**config.mk**
```make
export PLATFORM = sky130hd
export DESIGN_NAME = amp_ctrl_i2c_slave
export DESIGN_NICKNAME = d
export VERILOG_FILES = /design/src/rtl/amp_i2c_pkg.sv /design/src/rtl/amp_i2c_line_sync.sv /design/src/rtl/amp_i2c_bus_engine.sv /design/src/rtl/amp_i2c_regfile.sv /design/src/rtl/amp_ctrl_i2c_slave.sv
export SDC_FILE = /design/constraint.sdc
export NUM_CORES = 1
export LEC_CHECK = 0
export ABC_AREA = 1
export ABC_CLOCK_PERIOD_IN_PS = 1900
export BUFFER_PORTS_ARGS = -buffer_cell sky130_fd_sc_hd__clkbuf_2
export CAP_MARGIN = 0
export CORE_MARGIN = 5
export CORE_UTILIZATION = 34
export DETAILED_ROUTE_END_ITERATION = 10
export GPL_TIMING_DRIVEN = 0
export HOLD_SLACK_MARGIN = 0.03
export RECOVER_POWER = 100
export SLEW_MARGIN = 10
export SYNTH_ARGS = -nofsm -noshare
export SYNTH_HDL_FRONTEND = slang
export SYNTH_HIERARCHICAL = 1
export SYNTH_SLANG_ARGS = --single-unit
```
**constraint.sdc**
```tcl
create_clock -name clk -period 1.9 [get_ports clk]
set_input_delay 0.285 -clock clk [delete_from_list [all_inputs] [get_ports clk]]
set_output_delay 0.285 -clock clk [all_outputs]
set_load 0.005 [all_outputs]
```
**src/rtl/amp_i2c_pkg.sv**
```systemverilog
// Shared constants and types of the amplifier control slave.
// Assumes a 7-bit register pointer and an 8-register populated map.
package amp_i2c_pkg;
    localparam int BYTE_W  = 8;
    localparam int PTR_W   = 7;
    localparam int CNT_W   = 4;
    localparam logic [4:0] ADDR_FIXED = 5'b10000;

    localparam logic [PTR_W-1:0] P_STATUS = 7'd0;
    localparam logic [PTR_W-1:0] P_FAULT  = 7'd1;
    localparam logic [PTR_W-1:0] P_SPKR   = 7'd2;
    localparam logic [PTR_W-1:0] P_ADC    = 7'd3;
    localparam logic [PTR_W-1:0] P_CTRL   = 7'd4;
    localparam logic [PTR_W-1:0] P_CFG    = 7'd5;
    localparam logic [PTR_W-1:0] P_VOL1   = 7'd6;
    localparam logic [PTR_W-1:0] P_VOL2   = 7'd7;

    typedef enum logic [2:0] {
        BS_IDLE, BS_ADDR, BS_ADDR_ACK, BS_WR, BS_WR_ACK, BS_RD, BS_RD_ACK
    } bus_state_t;
endpackage

```
**src/rtl/amp_i2c_line_sync.sv**
```systemverilog
// Brings SCL and SDA into the clock domain through a flop chain per line,
// then derives SCL edges and start/stop conditions from the synchronized
// values. Assumes the bus is idle (both lines high) out of reset.
module amp_i2c_line_sync #(
    parameter int STAGES = 2
) (
    input  logic clk,
    input  logic rst_n,
    input  logic scl_in,
    input  logic sda_in,
    output logic scl_s,
    output logic sda_s,
    output logic scl_rise,
    output logic scl_fall,
    output logic start_det,
    output logic stop_det
);
    localparam int LINES = 2;
    logic [LINES-1:0] raw;
    logic [LINES-1:0] synced;
    logic             scl_p, sda_p;

    assign raw = {scl_in, sda_in};

    genvar g;
    generate
        for (g = 0; g < LINES; g++) begin : g_line
            logic [STAGES-1:0] chain;
            // Shift each line through its synchronizer chain
            always_ff @(posedge clk) begin
                if (!rst_n) chain <= '1;
                else        chain <= {chain[STAGES-2:0], raw[g]};
            end
            assign synced[g] = chain[STAGES-1];
        end
    endgenerate

    assign scl_s = synced[1];
    assign sda_s = synced[0];

    // Keep one cycle of history for edge detection
    always_ff @(posedge clk) begin
        if (!rst_n) begin
            scl_p <= 1'b1;
            sda_p <= 1'b1;
        end else begin
            scl_p <= scl_s;
            sda_p <= sda_s;
        end
    end

    assign scl_rise  = scl_s & ~scl_p;
    assign scl_fall  = ~scl_s & scl_p;
    assign start_det = scl_s & scl_p & sda_p & ~sda_s;
    assign stop_det  = scl_s & scl_p & ~sda_p & sda_s;
endmodule

```
**src/rtl/amp_i2c_bus_engine.sv**
```systemverilog
// Bit and byte sequencer of the bus target. Samples data on SCL rise and
// changes its SDA drive on SCL fall. Emits one-cycle strobes for an index
// load, a data write and the end of a read byte. Assumes no clock stretching.
module amp_i2c_bus_engine
    import amp_i2c_pkg::*;
(
    input  logic              clk,
    input  logic              rst_n,
    input  logic              scl_rise,
    input  logic              scl_fall,
    input  logic              sda_s,
    input  logic              start_det,
    input  logic              stop_det,
    input  logic [6:0]        dev_addr,
    input  logic [BYTE_W-1:0] rd_byte,
    output logic              sda_oe,
    output logic [BYTE_W-1:0] wr_byte,
    output logic              wr_idx_stb,
    output logic              wr_dat_stb,
    output logic              rd_adv_stb
);
    localparam logic [CNT_W-1:0] FULL = CNT_W'(BYTE_W);

    bus_state_t        state_q;
    logic [CNT_W-1:0]  bit_cnt_q;
    logic [BYTE_W-1:0] shreg_q;
    logic              rw_q, first_q, nack_q;

    // Sequence bus phases and drive SDA
    always_ff @(posedge clk) begin
        if (!rst_n) begin
            state_q    <= BS_IDLE;
            bit_cnt_q  <= '0;
            shreg_q    <= '0;
            rw_q       <= 1'b0;
            first_q    <= 1'b0;
            nack_q     <= 1'b0;
            sda_oe     <= 1'b0;
            wr_byte    <= '0;
            wr_idx_stb <= 1'b0;
            wr_dat_stb <= 1'b0;
            rd_adv_stb <= 1'b0;
        end else begin
            wr_idx_stb <= 1'b0;
            wr_dat_stb <= 1'b0;
            rd_adv_stb <= 1'b0;
            if (start_det) begin
                state_q   <= BS_ADDR;
                bit_cnt_q <= '0;
                sda_oe    <= 1'b0;
            end else if (stop_det) begin
                state_q <= BS_IDLE;
                sda_oe  <= 1'b0;
            end else begin
                unique case (state_q)
                    BS_ADDR, BS_WR: begin
                        if (scl_rise && bit_cnt_q < FULL) begin
                            shreg_q   <= {shreg_q[BYTE_W-2:0], sda_s};
                            bit_cnt_q <= bit_cnt_q + 1'b1;
                        end else if (scl_fall && bit_cnt_q == FULL) begin
                            if (state_q == BS_ADDR) begin
                                if (shreg_q[7:1] == dev_addr) begin
                                    sda_oe  <= 1'b1;
                                    rw_q    <= shreg_q[0];
                                    state_q <= BS_ADDR_ACK;
                                end else begin
                                    state_q <= BS_IDLE;
                                end
                            end else begin
                                sda_oe     <= 1'b1;
                                wr_byte    <= shreg_q;
                                wr_idx_stb <= first_q;
                                wr_dat_stb <= ~first_q;
                                first_q    <= 1'b0;
                                state_q    <= BS_WR_ACK;
                            end
                        end
                    end
                    BS_ADDR_ACK: if (scl_fall) begin
                        bit_cnt_q <= '0;
                        if (rw_q) begin
                            shreg_q <= rd_byte;
                            sda_oe  <= ~rd_byte[BYTE_W-1];
                            state_q <= BS_RD;
                        end else begin
                            sda_oe  <= 1'b0;
                            first_q <= 1'b1;
                            state_q <= BS_WR;
                        end
                    end
                    BS_WR_ACK: if (scl_fall) begin
                        sda_oe    <= 1'b0;
                        bit_cnt_q <= '0;
                        state_q   <= BS_WR;
                    end
                    BS_RD: begin
                        if (scl_rise) begin
                            bit_cnt_q <= bit_cnt_q + 1'b1;
                        end else if (scl_fall && bit_cnt_q == FULL) begin
                            sda_oe     <= 1'b0;
                            rd_adv_stb <= 1'b1;
                            state_q    <= BS_RD_ACK;
                        end else if (scl_fall && bit_cnt_q != '0) begin
                            shreg_q <= {shreg_q[BYTE_W-2:0], 1'b0};
                            sda_oe  <= ~shreg_q[BYTE_W-2];
                        end
                    end
                    BS_RD_ACK: begin
                        if (scl_rise) begin
                            nack_q <= sda_s;
                        end else if (scl_fall) begin
                            bit_cnt_q <= '0;
                            if (nack_q) begin
                                state_q <= BS_IDLE;
                            end else begin
                                shreg_q <= rd_byte;
                                sda_oe  <= ~rd_byte[BYTE_W-1];
                                state_q <= BS_RD;
                            end
                        end
                    end
                    default: ;
                endcase
            end
        end
    end
endmodule

```
**src/rtl/amp_i2c_regfile.sv**
```systemverilog
// Index register, control and status storage, and read mux. Write and read
// strobes come from the bus engine; the pointer steps after a data byte
// only when the index top bit is set.
module amp_i2c_regfile
    import amp_i2c_pkg::*;
(
    input  logic              clk,
    input  logic              rst_n,
    input  logic              wr_idx_stb,
    input  logic              wr_dat_stb,
    input  logic              rd_adv_stb,
    input  logic [BYTE_W-1:0] wr_byte,
    input  logic              evt_overload,
    input  logic              evt_overcurrent,
    input  logic              stat_silence,
    input  logic              stat_muted,
    input  logic              stat_fault,
    input  logic [3:0]        fault_flags,
    input  logic [1:0]        spk_missing,
    input  logic [BYTE_W-1:0] vol_adc,
    output logic [BYTE_W-1:0] rd_byte,
    output logic [BYTE_W-1:0] idx_q,
    output logic [1:0]        sticky_q,
    output logic              ctl_mute,
    output logic              ctl_sleep,
    output logic [2:0]        ctl_limit,
    output logic [6:0]        cfg_bits,
    output logic [BYTE_W-1:0] vol_ch1,
    output logic [BYTE_W-1:0] vol_ch2
);
    logic [PTR_W-1:0] ptr;
    logic             wr_status;

    assign ptr       = idx_q[PTR_W-1:0];
    assign wr_status = wr_dat_stb && (ptr == P_STATUS);

    // Load the index or step the pointer after a data byte
    always_ff @(posedge clk) begin
        if (!rst_n)                                       idx_q <= '0;
        else if (wr_idx_stb)                              idx_q <= wr_byte;
        else if ((wr_dat_stb || rd_adv_stb) && idx_q[7]) idx_q[PTR_W-1:0] <= ptr + 1'b1;
    end

    // Sticky status bits: event has priority over a write of zero
    always_ff @(posedge clk) begin
        if (!rst_n) sticky_q <= '0;
        else sticky_q <= {evt_overload, evt_overcurrent}
                       | (sticky_q & ~({2{wr_status}} & ~wr_byte[7:6]));
    end

    // Writable control, configuration and volume registers
    always_ff @(posedge clk) begin
        if (!rst_n) begin
            ctl_mute  <= 1'b0;
            ctl_sleep <= 1'b0;
            ctl_limit <= '0;
            cfg_bits  <= '0;
            vol_ch1   <= '1;
            vol_ch2   <= '1;
        end else if (wr_dat_stb) begin
            unique case (ptr)
                P_CTRL: begin
                    ctl_mute  <= wr_byte[7];
                    ctl_sleep <= wr_byte[6];
                    ctl_limit <= wr_byte[2:0];
                end
                P_CFG:   cfg_bits <= wr_byte[6:0];
                P_VOL1:  vol_ch1  <= wr_byte;
                P_VOL2:  vol_ch2  <= wr_byte;
                default: ;
            endcase
        end
    end

    // Select the byte returned for the current pointer
    always_comb begin
        unique case (ptr)
            P_STATUS: rd_byte = {sticky_q, 3'b000, stat_silence, stat_muted, stat_fault};
            P_FAULT:  rd_byte = {4'b0000, fault_flags};
            P_SPKR:   rd_byte = {2'b00, spk_missing, 4'b0000};
            P_ADC:    rd_byte = vol_adc;
            P_CTRL:   rd_byte = {ctl_mute, ctl_sleep, 3'b000, ctl_limit};
            P_CFG:    rd_byte = {1'b0, cfg_bits};
            P_VOL1:   rd_byte = vol_ch1;
            P_VOL2:   rd_byte = vol_ch2;
            default:  rd_byte = '0;
        endcase
    end
endmodule

```
**src/rtl/amp_ctrl_i2c_slave.sv**
```systemverilog
// Top of the amplifier control slave: line synchronizer, bus engine and
// register file. Assumes SCL high and low phases last at least four clocks.
module amp_ctrl_i2c_slave
    import amp_i2c_pkg::*;
#(
    parameter int SYNC_STAGES = 2
) (
    input  logic       clk,
    input  logic       rst_n,
    input  logic       scl_in,
    input  logic       sda_in,
    output logic       sda_oe,
    input  logic [1:0] addr_strap,
    input  logic       evt_overload,
    input  logic       evt_overcurrent,
    input  logic       stat_silence,
    input  logic       stat_muted,
    input  logic       stat_fault,
    input  logic [3:0] fault_flags,
    input  logic [1:0] spk_missing,
    input  logic [7:0] vol_adc,
    output logic       ctl_mute,
    output logic       ctl_sleep,
    output logic [2:0] ctl_limit,
    output logic [6:0] cfg_bits,
    output logic [7:0] vol_ch1,
    output logic [7:0] vol_ch2
);
    logic scl_s, sda_s, scl_rise, scl_fall, start_det, stop_det;
    logic wr_idx_stb, wr_dat_stb, rd_adv_stb;
    logic [BYTE_W-1:0] wr_byte, rd_byte, idx_q;
    logic [1:0] sticky_q;

    amp_i2c_line_sync #(.STAGES(SYNC_STAGES)) u_sync (
        .clk(clk), .rst_n(rst_n), .scl_in(scl_in), .sda_in(sda_in),
        .scl_s(scl_s), .sda_s(sda_s), .scl_rise(scl_rise), .scl_fall(scl_fall),
        .start_det(start_det), .stop_det(stop_det)
    );

    amp_i2c_bus_engine u_eng (
        .clk(clk), .rst_n(rst_n), .scl_rise(scl_rise), .scl_fall(scl_fall),
        .sda_s(sda_s), .start_det(start_det), .stop_det(stop_det),
        .dev_addr({ADDR_FIXED, addr_strap}), .rd_byte(rd_byte),
        .sda_oe(sda_oe), .wr_byte(wr_byte), .wr_idx_stb(wr_idx_stb),
        .wr_dat_stb(wr_dat_stb), .rd_adv_stb(rd_adv_stb)
    );

    amp_i2c_regfile u_regs (
        .clk(clk), .rst_n(rst_n), .wr_idx_stb(wr_idx_stb), .wr_dat_stb(wr_dat_stb),
        .rd_adv_stb(rd_adv_stb), .wr_byte(wr_byte), .evt_overload(evt_overload),
        .evt_overcurrent(evt_overcurrent), .stat_silence(stat_silence),
        .stat_muted(stat_muted), .stat_fault(stat_fault), .fault_flags(fault_flags),
        .spk_missing(spk_missing), .vol_adc(vol_adc), .rd_byte(rd_byte),
        .idx_q(idx_q), .sticky_q(sticky_q), .ctl_mute(ctl_mute),
        .ctl_sleep(ctl_sleep), .ctl_limit(ctl_limit), .cfg_bits(cfg_bits),
        .vol_ch1(vol_ch1), .vol_ch2(vol_ch2)
    );
endmodule

```
After elaboration in Yosys (flattened, before gate mapping)
Cells that the tools add are included.

Logic and storage cells: 183. Flip-flop bits (word level): 74. Output and inout port bits: 29.

Eq/ne operators: 41. Multiplexer cells: 54. Add/subtract/negate cells: 2. $lt $le $gt $ge: 1. Bitwise operators: 27. Reduce and logical (&&, ||, !) cells: 33.

Operators with widths (count): $mux 8 (9); $pmux 8 s8 (1); $mux 3 (11); $pmux 8 s4 (1); $eq 7x3->1 const B (4); $mux 1 (21); $ne 4x3->1 const B (5); $ne 2x1->1 const B (9); $reduce_and 9->1 (2); $mux 4 (4); $pmux 4 s4 (1); $not 1->1 (15); $pmux 3 s5 (1); $eq 7x2->1 const B (2); $mux 7 (2); $ne 2x2->1 const B (7); $ne 4x4->1 const B (3); $reduce_and 12->1 (1); $reduce_bool 4->1 (3); $reduce_and 11->1 (1); $eq 3x3->1 const B (3); $reduce_and 2->1 (4); $reduce_and 8->1 (1); $add 7x1->7 const B (1); 30 further kinds (46).

Logic depth before layout (Yosys ltp)
Gate-level depths: netlist (run 1).

Depth in word-level cells: 8. Gate-level depth with buffers: 15. Depth with buffers taken out: 15.

Modules after synthesis
Netlist (run 1), hierarchy kept.

By module, submodules not included: amp_i2c_regfile (seq. area each 760.7 sq um, area each 2160.8 sq um, cells an instance 332, times used 1); amp_i2c_bus_engine (seq. area each 600.6 sq um, area each 1901.8 sq um, cells an instance 294, times used 1); amp_i2c_line_sync (seq. area each 120.1 sq um, area each 198.9 sq um, cells an instance 27, times used 1); amp_ctrl_i2c_slave (seq. area each 0.0 sq um, area each 7.5 sq um, cells an instance 2, times used 1).

Worst setup path before layout (run 1)
Ideal clock, no wire load.

Kind: register to register. Start: register u_regs.idx_q[0]. End: register u_eng.shreg_q[1]. Arrival: 1474 ps. Cell stages (with the launch flop): 16. Data required time: 1790 ps. Setup slack: 315 ps. Clock period less this slack: 1585 ps. Library setup time: 110 ps. Path through: dfxtp_1 -> inv_1 -> ha_1 -> nand2_2 -> nor2_4 -> buf_6 -> nand2_1 -> nand2_1 -> nor2_1 -> nand2_1 -> nand2_1 -> o21ai_0 -> inv_1 -> nand3_1 -> nand2_1 -> nor2_2.

Cells in the longest elaborated chain, start to end: 6.

RTL lines: start, declared (RTL line amp_i2c_regfile.sv:22) `output logic [BYTE_W-1:0] idx_q,`; start signal, assigned (RTL line amp_i2c_regfile.sv:40) `else if (wr_idx_stb) idx_q <= wr_byte;`; $eq 7x3->1 (tied with other cells) (RTL line amp_i2c_regfile.sv:77) `unique case (ptr)`; $pmux 8 s8 (*) (RTL line amp_i2c_regfile.sv:77); net rd_byte[1] (RTL line amp_ctrl_i2c_slave.sv:31) `logic [BYTE_W-1:0] wr_byte, rd_byte, idx_q;`; $mux 8 (RTL line amp_i2c_bus_engine.sv:113) `if (nack_q) begin`; $mux 8 (RTL line amp_i2c_bus_engine.sv:111) `end else if (scl_fall) begin`; $mux 8 (RTL line amp_i2c_bus_engine.sv:109) `if (scl_rise) begin`; $pmux 8 s4 (*) (RTL line amp_i2c_bus_engine.sv:55) `unique case (state_q)`; end signal, assigned (RTL line amp_i2c_bus_engine.sv:58) `shreg_q <= {shreg_q[BYTE_W-2:0], sda_s};`; end signal, assigned (RTL line amp_i2c_bus_engine.sv:104) `shreg_q <= {shreg_q[BYTE_W-2:0], 1'b0};`; end signal, assigned (RTL line amp_i2c_bus_engine.sv:116) `shreg_q <= rd_byte;`; end, declared (RTL line amp_i2c_bus_engine.sv:26) `logic [BYTE_W-1:0] shreg_q;`.

Mark *: on every way through the listed nets, which the timed path passes. The rest lies on a longest branch. The select of a mux whose other input is x is not followed. A chain may end at the register's enable or synchronous reset.

Final worst setup path (run 1)
Start: register u_regs.idx_q[1]. End: register u_eng.shreg_q[2].

The elaborated chain is that of the path after synthesis.

==> qor.txt, run 1 <==
Outcome -> complete, no violations
Ant. Diodes -> 0
Largest net degree at the start of global routing -> 13
CORE AREA -> 0.01247 mm^2
Commonest non-fill, non-tap cell in the layout -> nand2_1
Leak -> 2.525 nW
Max-Slew Margin vs Limit -> 59.99%
Cells after Synth -> 655
Routed Antenna Nets -> 0
Fmax -> 0.5656 GHz
Critical Path Start -> u_regs/idx_q[1]
Filler cell count in the final layout -> 1328
Post-synthesis async set-or-reset flop share -> 0%
RSZ-0062 raised after global routing -> yes
CTS tree -> yes
PortBufs -> 53
Routed vias/inst -> 4.447
Period utilization -> 93.05%
Total CTS buffers -> 9
First-pass GRT wire length -> 18520 um
Tot GR Track Use -> 15.87%
Switching Fraction -> 31.21%
Post-route minimum period -> 1.768 ns
Chip height -> 122.1 um
Reg2Reg Depth -> 14
Seq pwr share -> 38.2%
Ports -> 54
Worst Path Max Fanout -> 7
Worst hold margin -> 0.1150 ns
Least-Margin Pin Slew -> 0.6002 ns
Pint -> 3.077 mW
Net Switching -> 1.396 mW
Synth-to-Final Area Change -> 22.51%
Root Buffer -> clkbuf_16
Drt pass-1 iters -> 4
RD Place Congestion -> 0.8785
Initial Util -> 34.25%
Type of the worst min-delay path -> in -> reg
Hold Vio Cnt, Final -> 0
Commonest cells after routing, fill and taps aside -> nand2_1 (187), inv_1 (81), nor2_1 (72)
WS Path Type -> reg -> reg
Fraction of layout cells with a size suffix above 1 -> 22.88%
Via count -> 4069
Mapped Avg Cell Area -> 6.518 um^2
Critical Path Source Type -> flip-flop
Setup ws final -> 0.1320 ns
Full die area -> 0.01490 mm^2
# clock sinks -> 74
Final setup viols -> 0
DR DRC count -> 0
Placement Rows -> 41
Horiz. Die Dim -> 122.1 um
Pre-CTS worst setup slack -> -0.09359 ns
Clk pwr share -> 38.8%
RR Startpoint -> u_regs/idx_q[1]
Post-DP HPWL -> 8849 um
Worst-Skew Late Latency -> 0.34 ns
Max Root-Sink Buffers -> 2
H-tree Lvls -> 3
Synth unique cells -> 39
Worst Clk Skew -> 0.008109 ns
Clock transition at the registers of the reported paths -> 0.06 ns
Synth Register Bits -> 74
Gate power share -> 23.0%
CP required -> 2.18 ns
Count of pins over their slew limit -> 0
Synth Flop Type -> dfxtp_1
Seq/Total Area, Yosys -> 34.70%
Antenna violations before repair -> 0
R2r setup slk -> 0.13 ns
Crit path DAT -> 2.04 ns
Cell Area, Synth -> 0.004269 mm^2
Drt initial violations -> 284
Total gr overflow -> 0
Number of enable flip-flop cells after synthesis -> 0
Hold-critical path depth -> 3
Worst Setup End Kind -> flip-flop
Peak VDD IR -> 483.9 uV
Max-cap violations -> 0
Routed WL -> 11430 um
Hold Startpoint -> scl_in
Ys Warns -> 6
Power per cell area -> 855.4 mW/mm^2
Final nets -> 769
WL/cell -> 12.49 um
Vias in the first global route -> 3738
-- power by group through the flow --
stage	registers (mW)	clock network [mW]	logic, mW
floorplan	1.73	0	0.832
global placement	1.75	0	1.02
detailed placement	1.75	0	1.02
CTS	1.71	1.78	1.03
global route	1.72	1.86	1.18
finish	1.71	1.73	1.03
-- worst max-delay path, stage by stage, from the launching register on --
cell     delay, ns
dfxtp_4       0.37
inv_1         0.09
ha_2          0.20
nand2_1       0.09
nor2_4        0.23
nand2_1       0.09
nand2_1       0.07
nor2_1        0.04
nand2_1       0.12
nand2_1       0.08
nand2_1       0.06
inv_1         0.03
nand3_1       0.07
nand2_1       0.06
nor2_2        0.12
-- state kept, by name (all words and copies together), names as in the netlist, 3 cells and up --
name / flops
u_eng/shreg_q: 8
u_eng/wr_byte: 8
u_regs/idx_q: 8
u_regs/vol_ch1: 8
u_regs/vol_ch2: 8
u_regs/cfg_bits: 7
u_eng/bit_cnt_q: 4
u_sync/g_line.chain: 4
u_eng/state_q: 3
u_regs/ctl_limit: 3
-- stage by stage --
step           std cells  area, um^2  util [%]  TNS [ns]  power [mW]
4_1_cts              904        5102     40.93         0       4.523
3_5_place_dp         888        4780     38.34   -0.3243       2.770
2_1_floorplan        663        4299         -         0       2.564
6_report             915        5230     41.96         0       4.474
5_1_grt              915        5230     41.96  -0.05634       4.761
3_3_place_gp         888        4780     38.34   -0.3039       2.771
-- worst paths after layout --
| kind | to |
|---|---|
| setup / recovery | u_eng/shreg_q[2] |
| setup reg to reg | u_eng/shreg_q[2] |
| hold reg to reg | u_sync/g_line[1].chain[1] |
| hold / removal | u_sync/g_line[1].chain[0] |
-- Yosys cell counts, drive strengths merged, types with 4 or more instances --
cell type  count  area (um^2)
inv           95        359.1
a21oi         21        112.6
nand4          9        62.56
o211ai         7        82.58
nor3           6        40.04
clkbuf         5        18.77
nand2        207        849.6
ha             6        75.07
nand3         58        290.3
buf           10        75.06
nor2         106        529.3
clkinv         4        21.27
o21ai         38        208.9
dfxtp         74         1481
-- area by class of cell --
type	count	area, um^2	area share (%)
Tap cell	172	215.2	4.115
Clock buffer	12	256.5	4.904
Buffer	15	93.84	1.794
Inverter	99	387.9	7.416
Sequential cell	74	1495	28.59
Timing Repair Buffer	64	330.3	6.316
Multi-Input combinational cell	475	2401	45.91
Clock inverter	4	50.05	0.9569
-- metal layers --
metal | track usage (%) | vias to the layer above | routed length [um]
li1 | - | 2194 | -
met1 | 20.93 | 1794 | 5543
met2 | 26.10 | 75 | 5178
met3 | 3.296 | 6 | 591
met4 | 4.829 | 0 | 117
met5 | 0 | - | 0
-- what timing repair did --
action / in CTS / in global routing
setup buffers: 0 / 10
resized for setup: 4 / 26
pin swaps: 0 / 8
cloned: 0 / 1
hold buffers: 0 / 0
setup endpoints to repair: 5 / 18
-- cells by family (layout without fill, tap and decap cells) --
kind of cell | after synthesis | count (layout) | share of synthesized area (%)
buffers and inverters | 114 | 194 | 11.11
DFF | 74 | 74 | 34.70
adders and majority gates | 6 | 6 | 1.758
AOI/OAI and AO/OA | 71 | 71 | 10.35
xor gates and xnor gates | 2 | 2 | 0.4104
and+or+nand+nor | 386 | 386 | 41.50
other | 2 | 10 | 0.1759
Power figures use the tool's default switching activity.
==> run 2, diff against run 1 <==
BUFFER_PORTS_ARGS = -buffer_cell sky130_fd_sc_hd__buf_2   (was -buffer_cell sky130_fd_sc_hd__clkbuf_2)
GPL_TIMING_DRIVEN = default   (was 0)
SKIP_LAST_GASP = 1   (was default)
==> run 2 against run 1 <==
  * Sequential share of layout area up 0.52 points
  * Clock skew down 0.0052 ns
  * Hold slack better by 0.0025 ns
  * Clock-buffer cell count up 1
  * Maximum frequency down 1.6%
  * Wire length up 2.3%
  * Total power down 3.7%
  * Via count up 0.86%
  * Worst setup slack worse by 0.029 ns
  * First-iteration DRC count down 2.5%
  * Largest cell class unchanged
  * Largest power group is now registers
  * Highest routed layer unchanged
==> qor.txt, run 2 (synthesis gave the netlist of run 1 again) <==
Placement Rows -> 41 (unchanged)
Type of the worst min-delay path -> in -> reg
Leak -> 2.450 nW (-3.0%)
First-pass GRT wire length -> 19110 um (+3.2%)
Seq pwr share -> 40.0% (+1.8 points)
Commonest non-fill, non-tap cell in the layout -> nand2_1
Via count -> 4104 (+0.86%)
Drt pass-1 iters -> 6 (+2)
Peak VDD IR -> 503.5 uV (+4.0%)
Worst hold margin -> 0.1175 ns (+0.002479 ns)
CORE AREA -> 0.01247 mm^2 (unchanged)
Critical Path Source Type -> flip-flop
Fraction of layout cells with a size suffix above 1 -> 20.25% (-2.6 points)
Ant. Diodes -> 0 (unchanged)
Ports -> 54 (unchanged)
Switching Fraction -> 32.12% (+0.91 points)
Least-Margin Pin Slew -> 0.5929 ns (-0.007258 ns)
Vias in the first global route -> 3843 (+2.8%)
DR DRC count -> 0 (unchanged)
PortBufs -> 53 (unchanged)
Power per cell area -> 841.6 mW/mm^2 (-1.6%)
WS Path Type -> reg -> reg
Final nets -> 760 (-1.2%)
Synth-to-Final Area Change -> 19.93%
RD Place Congestion -> 0.8864 (+0.90%)
Full die area -> 0.01490 mm^2 (unchanged)
CTS Hold Bufs -> 0 (unchanged)
Fmax -> 0.5566 GHz (-1.6%)
Chip height -> 122.1 um (unchanged)
CP required -> 2.18 ns (about the same)
Largest net degree at the start of global routing -> 26 (+13)
Final Total Pwr -> 4.309 mW (-3.7%)
Worst Clk Skew -> 0.002877 ns (-0.005232 ns)
Clk pwr share -> 36.0% (-2.8 points)
Drt initial violations -> 277 (-2.5%)
Routed WL -> 11690 um (+2.3%)
Total CTS buffers -> 9 (unchanged)
WL/cell -> 12.95 um (+3.6%)
Routed vias/inst -> 4.545 (+2.2%)
CTS tree -> yes
Total gr overflow -> 0 (unchanged)
Hold Vio Cnt, Final -> 0 (unchanged)
Crit path DAT -> 2.08 ns (+0.04 ns)
Routed Antenna Nets -> 0 (unchanged)
Max-cap violations -> 0 (unchanged)
Worst Setup End Kind -> flip-flop
Max Root-Sink Buffers -> 2 (unchanged)
Initial Util -> 34.25% (unchanged)
H-tree Lvls -> 3 (unchanged)
Clock transition at the registers of the reported paths -> 0.06 ns (about the same)
Count of pins over their slew limit -> 0 (unchanged)
Gate power share -> 24.0% (+1.0 points)
Pint -> 2.925 mW (-5.0%)
Net Switching -> 1.384 mW (-0.86%)
Antenna violations before repair -> 0 (unchanged)
Max-Slew Margin vs Limit -> 60.05% (+0.066 points)
Post-route minimum period -> 1.797 ns (+0.02858 ns)
Post-DP HPWL -> 8910 um (+0.69%)
Tot GR Track Use -> 16.51% (+0.65 points)
Horiz. Die Dim -> 122.1 um (unchanged)
Root Buffer -> clkbuf_16
Period utilization -> 94.56% (+1.5 points)
Final setup viols -> 0 (unchanged)
Fin Setup TNS -> 0 ns (unchanged)
# clock sinks -> 74 (unchanged)
Outcome -> complete, no violations
Worst Path Max Fanout -> 7 (unchanged)
Worst-Skew Late Latency -> 0.34 ns (about the same)
Commonest cells after routing, fill and taps aside -> nand2_1 (190), inv_1 (84), nor2_1 (76)
[run 2: worst paths after layout]
kind | end | startpoint | slack, ns | cells past startpoint
setup / recovery | u_eng/shreg_q[4] | u_regs/idx_q[6] | 0.10 | 15
hold / removal | u_sync/g_line[1].chain[0] | scl_in | 0.12 | 3
setup reg to reg | u_eng/shreg_q[4] | u_regs/idx_q[6] | 0.10 | 15
hold reg to reg | u_sync/g_line[1].chain[1] | u_sync/g_line[1].chain[0] | 0.40 | 2
[run 2: what timing repair did]
action / 4_1_cts / 5_1_grt
resized for setup: 0 / 19
endpoints found under the setup margin: 0 / 10
setup buffers: 0 / 6
[run 2: final cells by class]
cell class / count / area (um^2)
Clock buffer: 13 / 260.3
Fill cell: 1344 / 7346
Inverter: 99 / 385.4
Multi-Input combinational cell: 475 / 2351
Sequential cell: 74 / 1490
Tap cell: 172 / 215.2
Timing Repair Buffer: 70 / 417.9
[run 2: per-layer routing]
metal	part of all wire, %	global-route usage [%]	up-vias
li1	-	-	2173
met1	48	21.42	1816
met5	0	0	-
met2	44	26.83	100
met4	1.6	5.388	0
met3	5.8	4.225	15
[run 2: power by group through the flow]
stage               logic, mW  clock network [mW]  registers, mW
finish                   1.03                1.55           1.72
global route             1.20                1.67           1.74
CTS                      1.03                1.59           1.73
detailed placement       1.03                   0           1.76
global placement         1.03                   0           1.76
floorplan               0.832                   0           1.73
[run 2: through the flow]
stage	cells	worst slack [ns]	cell area [um^2]	utilization, %
after CTS	897	0.1166	5029	40.34
final	903	0.1034	5120	41.07
after detailed placement	884	0.1259	4768	38.25
after global routing	903	-0.01208	5120	41.07
after floorplan	663	0.3153	4299	-
after global placement	884	0.1362	4768	38.25
[run 2: critical path: stages (launching register included)]
cell     delay, ns
dfxtp_2       0.34
nor2_2        0.15
nand2_4       0.14
buf_12        0.16
nor2_4        0.10
buf_4         0.16
nand2_1       0.06
nand2_1       0.06
inv_1         0.04
nand3_1       0.08
nand2_1       0.05
o21ai_0       0.09
inv_1         0.06
nand3_1       0.08
nand2_1       0.07
nor2_2        0.11
==> run 3, diff against run 2 <==
ABC_AREA = default   (was 1)
==> run 3 against run 2 <==
  * The flow now finishes with violations (setup timing)
  * Largest power group is now the clock network
  * Critical path type unchanged
  * Sequential share of layout area rose by 0.59 points
  * Final cell count shrank 24%
  * Clock-buffer cell count down 3
  * Critical endpoint is now u_eng/sda_oe
  * Hold slack gained 0.015 ns
  * Area after synthesis down 6.1%
  * Sequential power is 9% lower
  * Clock skew grew 0.0036 ns
  * Synthesized cell count fell by 31%
  * Wire length fell by 5.5%
  * Non-clock buffer count grew 29
==> qor.txt, run 3 <==
Fin util -> 43.76% (+2.7 points)
Commonest cells after routing, fill and taps aside -> dfxtp_1 (71), mux2i_1 (44), buf_4 (41)
Crit-path cells -> buf_6, ha_4, a222oi_1, a211oi_2, o21ai_1, a21oi_1, or4_1, mux2i_1
Synth Register Bits -> 74 (unchanged)
Peak VDD IR -> 551.2 uV (+9.5%)
Largest net degree at the start of global routing -> 60 (+130%)
R2r setup slk -> -0.07 ns (-0.18 ns)
Synth-to-Final Area Change -> 25.15%
Worst Setup End Kind -> flip-flop
First-pass GRT wire length -> 18220 um (-4.6%)
Post-DP HPWL -> 8108 um (-9.0%)
Cell Area, Synth -> 0.004010 mm^2 (-6.1%)
# clock sinks -> 74 (unchanged)
RSZ-0062 raised after global routing -> yes
Worst min-delay path endpoint -> u_sync/g_line[1].chain[0]
Dpl cells -> 667 (-25%)
Synth Flop Type -> dfxtp_1
WL/cell -> 16.12 um (+25%)
Fraction of layout cells with a size suffix above 1 -> 23.62% (+3.4 points)
Ys Warns -> 6 (unchanged)
Filler cell count in the final layout -> 1149 (-15%)
Least-Margin Pin Slew -> 0.9787 ns (+0.3858 ns)
Final setup viols -> 2 (+2)
Ant. Diodes -> 0 (unchanged)
Root Buffer -> clkbuf_16
CP top delay family -> compound AO/OA/AOI/OAI gates
Tot GR Track Use -> 15.62% (-0.89 points)
Post-route minimum period -> 1.974 ns (+0.1770 ns)
Slowest stage delay, CP -> 0.39 ns (+0.05 ns)
Chip height -> 118.6 um (-2.8%)
Ports -> 54 (unchanged)
Routed WL -> 11050 um (-5.5%)
Synth top area share -> 36.94% (+2.2 points)
Worst path buffer plus inverter count -> 1 (-3)
Critical Path Source Type -> flip-flop
WS Path Type -> reg -> reg
Clock transition at the registers of the reported paths -> 0.06 ns (about the same)
Number of enable flip-flop cells after synthesis -> 0 (unchanged)
Failing checks -> setup timing
Seq/Total Area, Yosys -> 36.94% (+2.2 points)
Post-synthesis async set-or-reset flop share -> 0% (unchanged)
Max-Slew Margin vs Limit -> 34.75% (-25 points)
Via count -> 3690 (-10%)
Period utilization -> 103.9% (+9.3 points)
Worst-Skew Late Latency -> 0.33 ns (about the same)
Total CTS buffers -> 9 (unchanged)
Final Total Pwr -> 3.576 mW (-17%)
Cells after Synth -> 453 (-31%)
Reg2Reg Depth -> 8 (-7)
Fmax -> 0.5067 GHz (-9.0%)
CTS Hold Bufs -> 0 (unchanged)
Count of pins over their slew limit -> 0 (unchanged)
Worst Clk Skew -> 0.006510 ns (+0.003634 ns)
Most frequent cell after synthesis -> dfxtp_1
Cell type with the largest total area after synthesis -> dfxtp_1
Initial Util -> 34.97% (+0.72 points)
Leak -> 1.956 nW (-20%)
RD Place Congestion -> 0.8914 (+0.56%)
Total gr overflow -> 0 (unchanged)
H-tree Lvls -> 3 (unchanged)
CORE AREA -> 0.01147 mm^2 (-8.0%)
Routed vias/inst -> 5.387 (+19%)
Full die area -> 0.01407 mm^2 (-5.6%)
Max Root-Sink Buffers -> 2 (unchanged)
Hold Startpoint -> scl_in
Max-cap violations -> 0 (unchanged)
Power per cell area -> 712.5 mW/mm^2 (-15%)
RR Startpoint -> u_regs/idx_q[1]
Setup ws final -> -0.07364 ns (-0.1770 ns)
Ranking of synthesized cells by area -> dfxtp_1 (37%), mux2i_1 (11%), nor2b_1 (4.5%), a21oi_1 (3.7%), nand2_1 (3.4%)
Mapped Avg Cell Area -> 8.852 um^2 (+36%)
Vias in the first global route -> 3577 (-6.9%)
Final nets -> 568 (-25%)
PortBufs -> 53 (unchanged)
Fin Setup TNS -> -0.1420 ns (-0.1420 ns)
DR DRC count -> 0 (unchanged)
Hold Vio Cnt, Final -> 0 (unchanged)
Type of the worst min-delay path -> in -> reg
CTS tree -> yes
Antenna violations before repair -> 0 (unchanged)
Drt initial violations -> 241 (-13%)
Drt pass-1 iters -> 5 (-1)
Worst R2R End -> u_eng/sda_oe
Commonest non-fill, non-tap cell in the layout -> dfxtp_1
Synth unique cells -> 64 (+64%)
Outcome -> complete, but fails checks
Horiz. Die Dim -> 118.6 um (-2.8%)
Critical path's slowest cell -> or4_1
Hold-critical path depth -> 2 (-1)
Crit path DAT -> 2.24 ns (+0.16 ns)
Placement Rows -> 39 (-4.9%)
CP required -> 2.16 ns (-0.02 ns)
Top cells by count, synth -> dfxtp_1 (74), mux2i_1 (44), nand2_1 (36)
Routed Antenna Nets -> 0 (unchanged)
Fin cells -> 685 (-24%)
Worst Path Max Fanout -> 4 (-3)
-- run 3: cell types whose count changed after synthesis, sizes merged, moves of 9 or more --
cell / previous run / this run
nand2: 207 / 36
inv: 95 / 12
nor2: 106 / 27
mux2i: 0 / 44
nand3: 58 / 14
nor2b: 0 / 30
nand2b: 0 / 11
clkbuf: 5 / 15
a21oi: 21 / 30
a311oi: 0 / 9
a31oi: 0 / 9
o21ai: 38 / 29
-- run 3: worst max-delay path by stage --
stage / startpoint / to / slack (ns) / cells past startpoint
2_1_floorplan: u_regs/idx_q[6] / u_eng/shreg_q[0] / -0.12 / 8
4_1_cts: u_regs/idx_q[6] / u_eng/shreg_q[0] / -0.05 / 6
3_5_place_dp: u_regs/idx_q[0] / u_eng/shreg_q[0] / -0.12 / 9
6_report: u_regs/idx_q[1] / u_eng/sda_oe / -0.07 / 8
3_3_place_gp: u_regs/idx_q[0] / u_eng/shreg_q[0] / -0.04 / 9
5_1_grt: u_regs/idx_q[1] / u_eng/sda_oe / -0.19 / 8
-- run 3: final cells by class --
type / count / area, um^2 / share of cell area [%]
clock buffer: 10 / 229.0 / 4.562
multi-input combinational: 341 / 2386 / 47.54
timing repair buffer: 99 / 596.8 / 11.89
inverter: 12 / 47.55 / 0.9474
tap: 143 / 178.9 / 3.565
clock inverter: 6 / 90.09 / 1.795
sequential: 74 / 1490 / 29.69
-- run 3: metal layers --
metal  routed length [um]  track usage [%]
met1                 5160            20.69
met2                 5201            25.24
met3                  522            3.725
met4                  159            4.748
met5                    0                0
-- run 3: cell families after synthesis --
| group | synth area share (%) |
|---|---|
| other | 0.1873 |
| muxes | 11.83 |
| AOI/OAI and AO/OA | 20.41 |
| buffers and inverters | 4.961 |
| and+or+nand+nor | 21.84 |
| xor gates and xnor gates | 1.966 |
| adders and majority gates | 1.872 |
| DFF | 36.94 |
-- run 3: per-stage QoR --
stage | hold slack [ns] | area, um^2 | setup WS [ns]
after floorplan | 0.3580 | 4089 | -0.1173
after global placement | 0.3918 | 4673 | -0.04052
after detailed placement | 0.3932 | 4673 | -0.1163
after CTS | 0.1210 | 5032 | -0.05167
after global routing | 0.1349 | 5019 | -0.1915
final | 0.1326 | 5019 | -0.07364
-- run 3: repair_timing --
action | in CTS | in global routing
pin swaps | 1 | 1
gates cloned | 0 | 1
gates resized for setup | 9 | 8
buffers inserted | 0 | 1
setup endpoints to repair | 2 | 20
-- run 3: where the power goes --
group	switching, mW	internal (mW)	total [mW]
combinational	0.108	0.0885	0.196
sequential	0.00999	1.56	1.57
clock	0.653	1.15	1.81
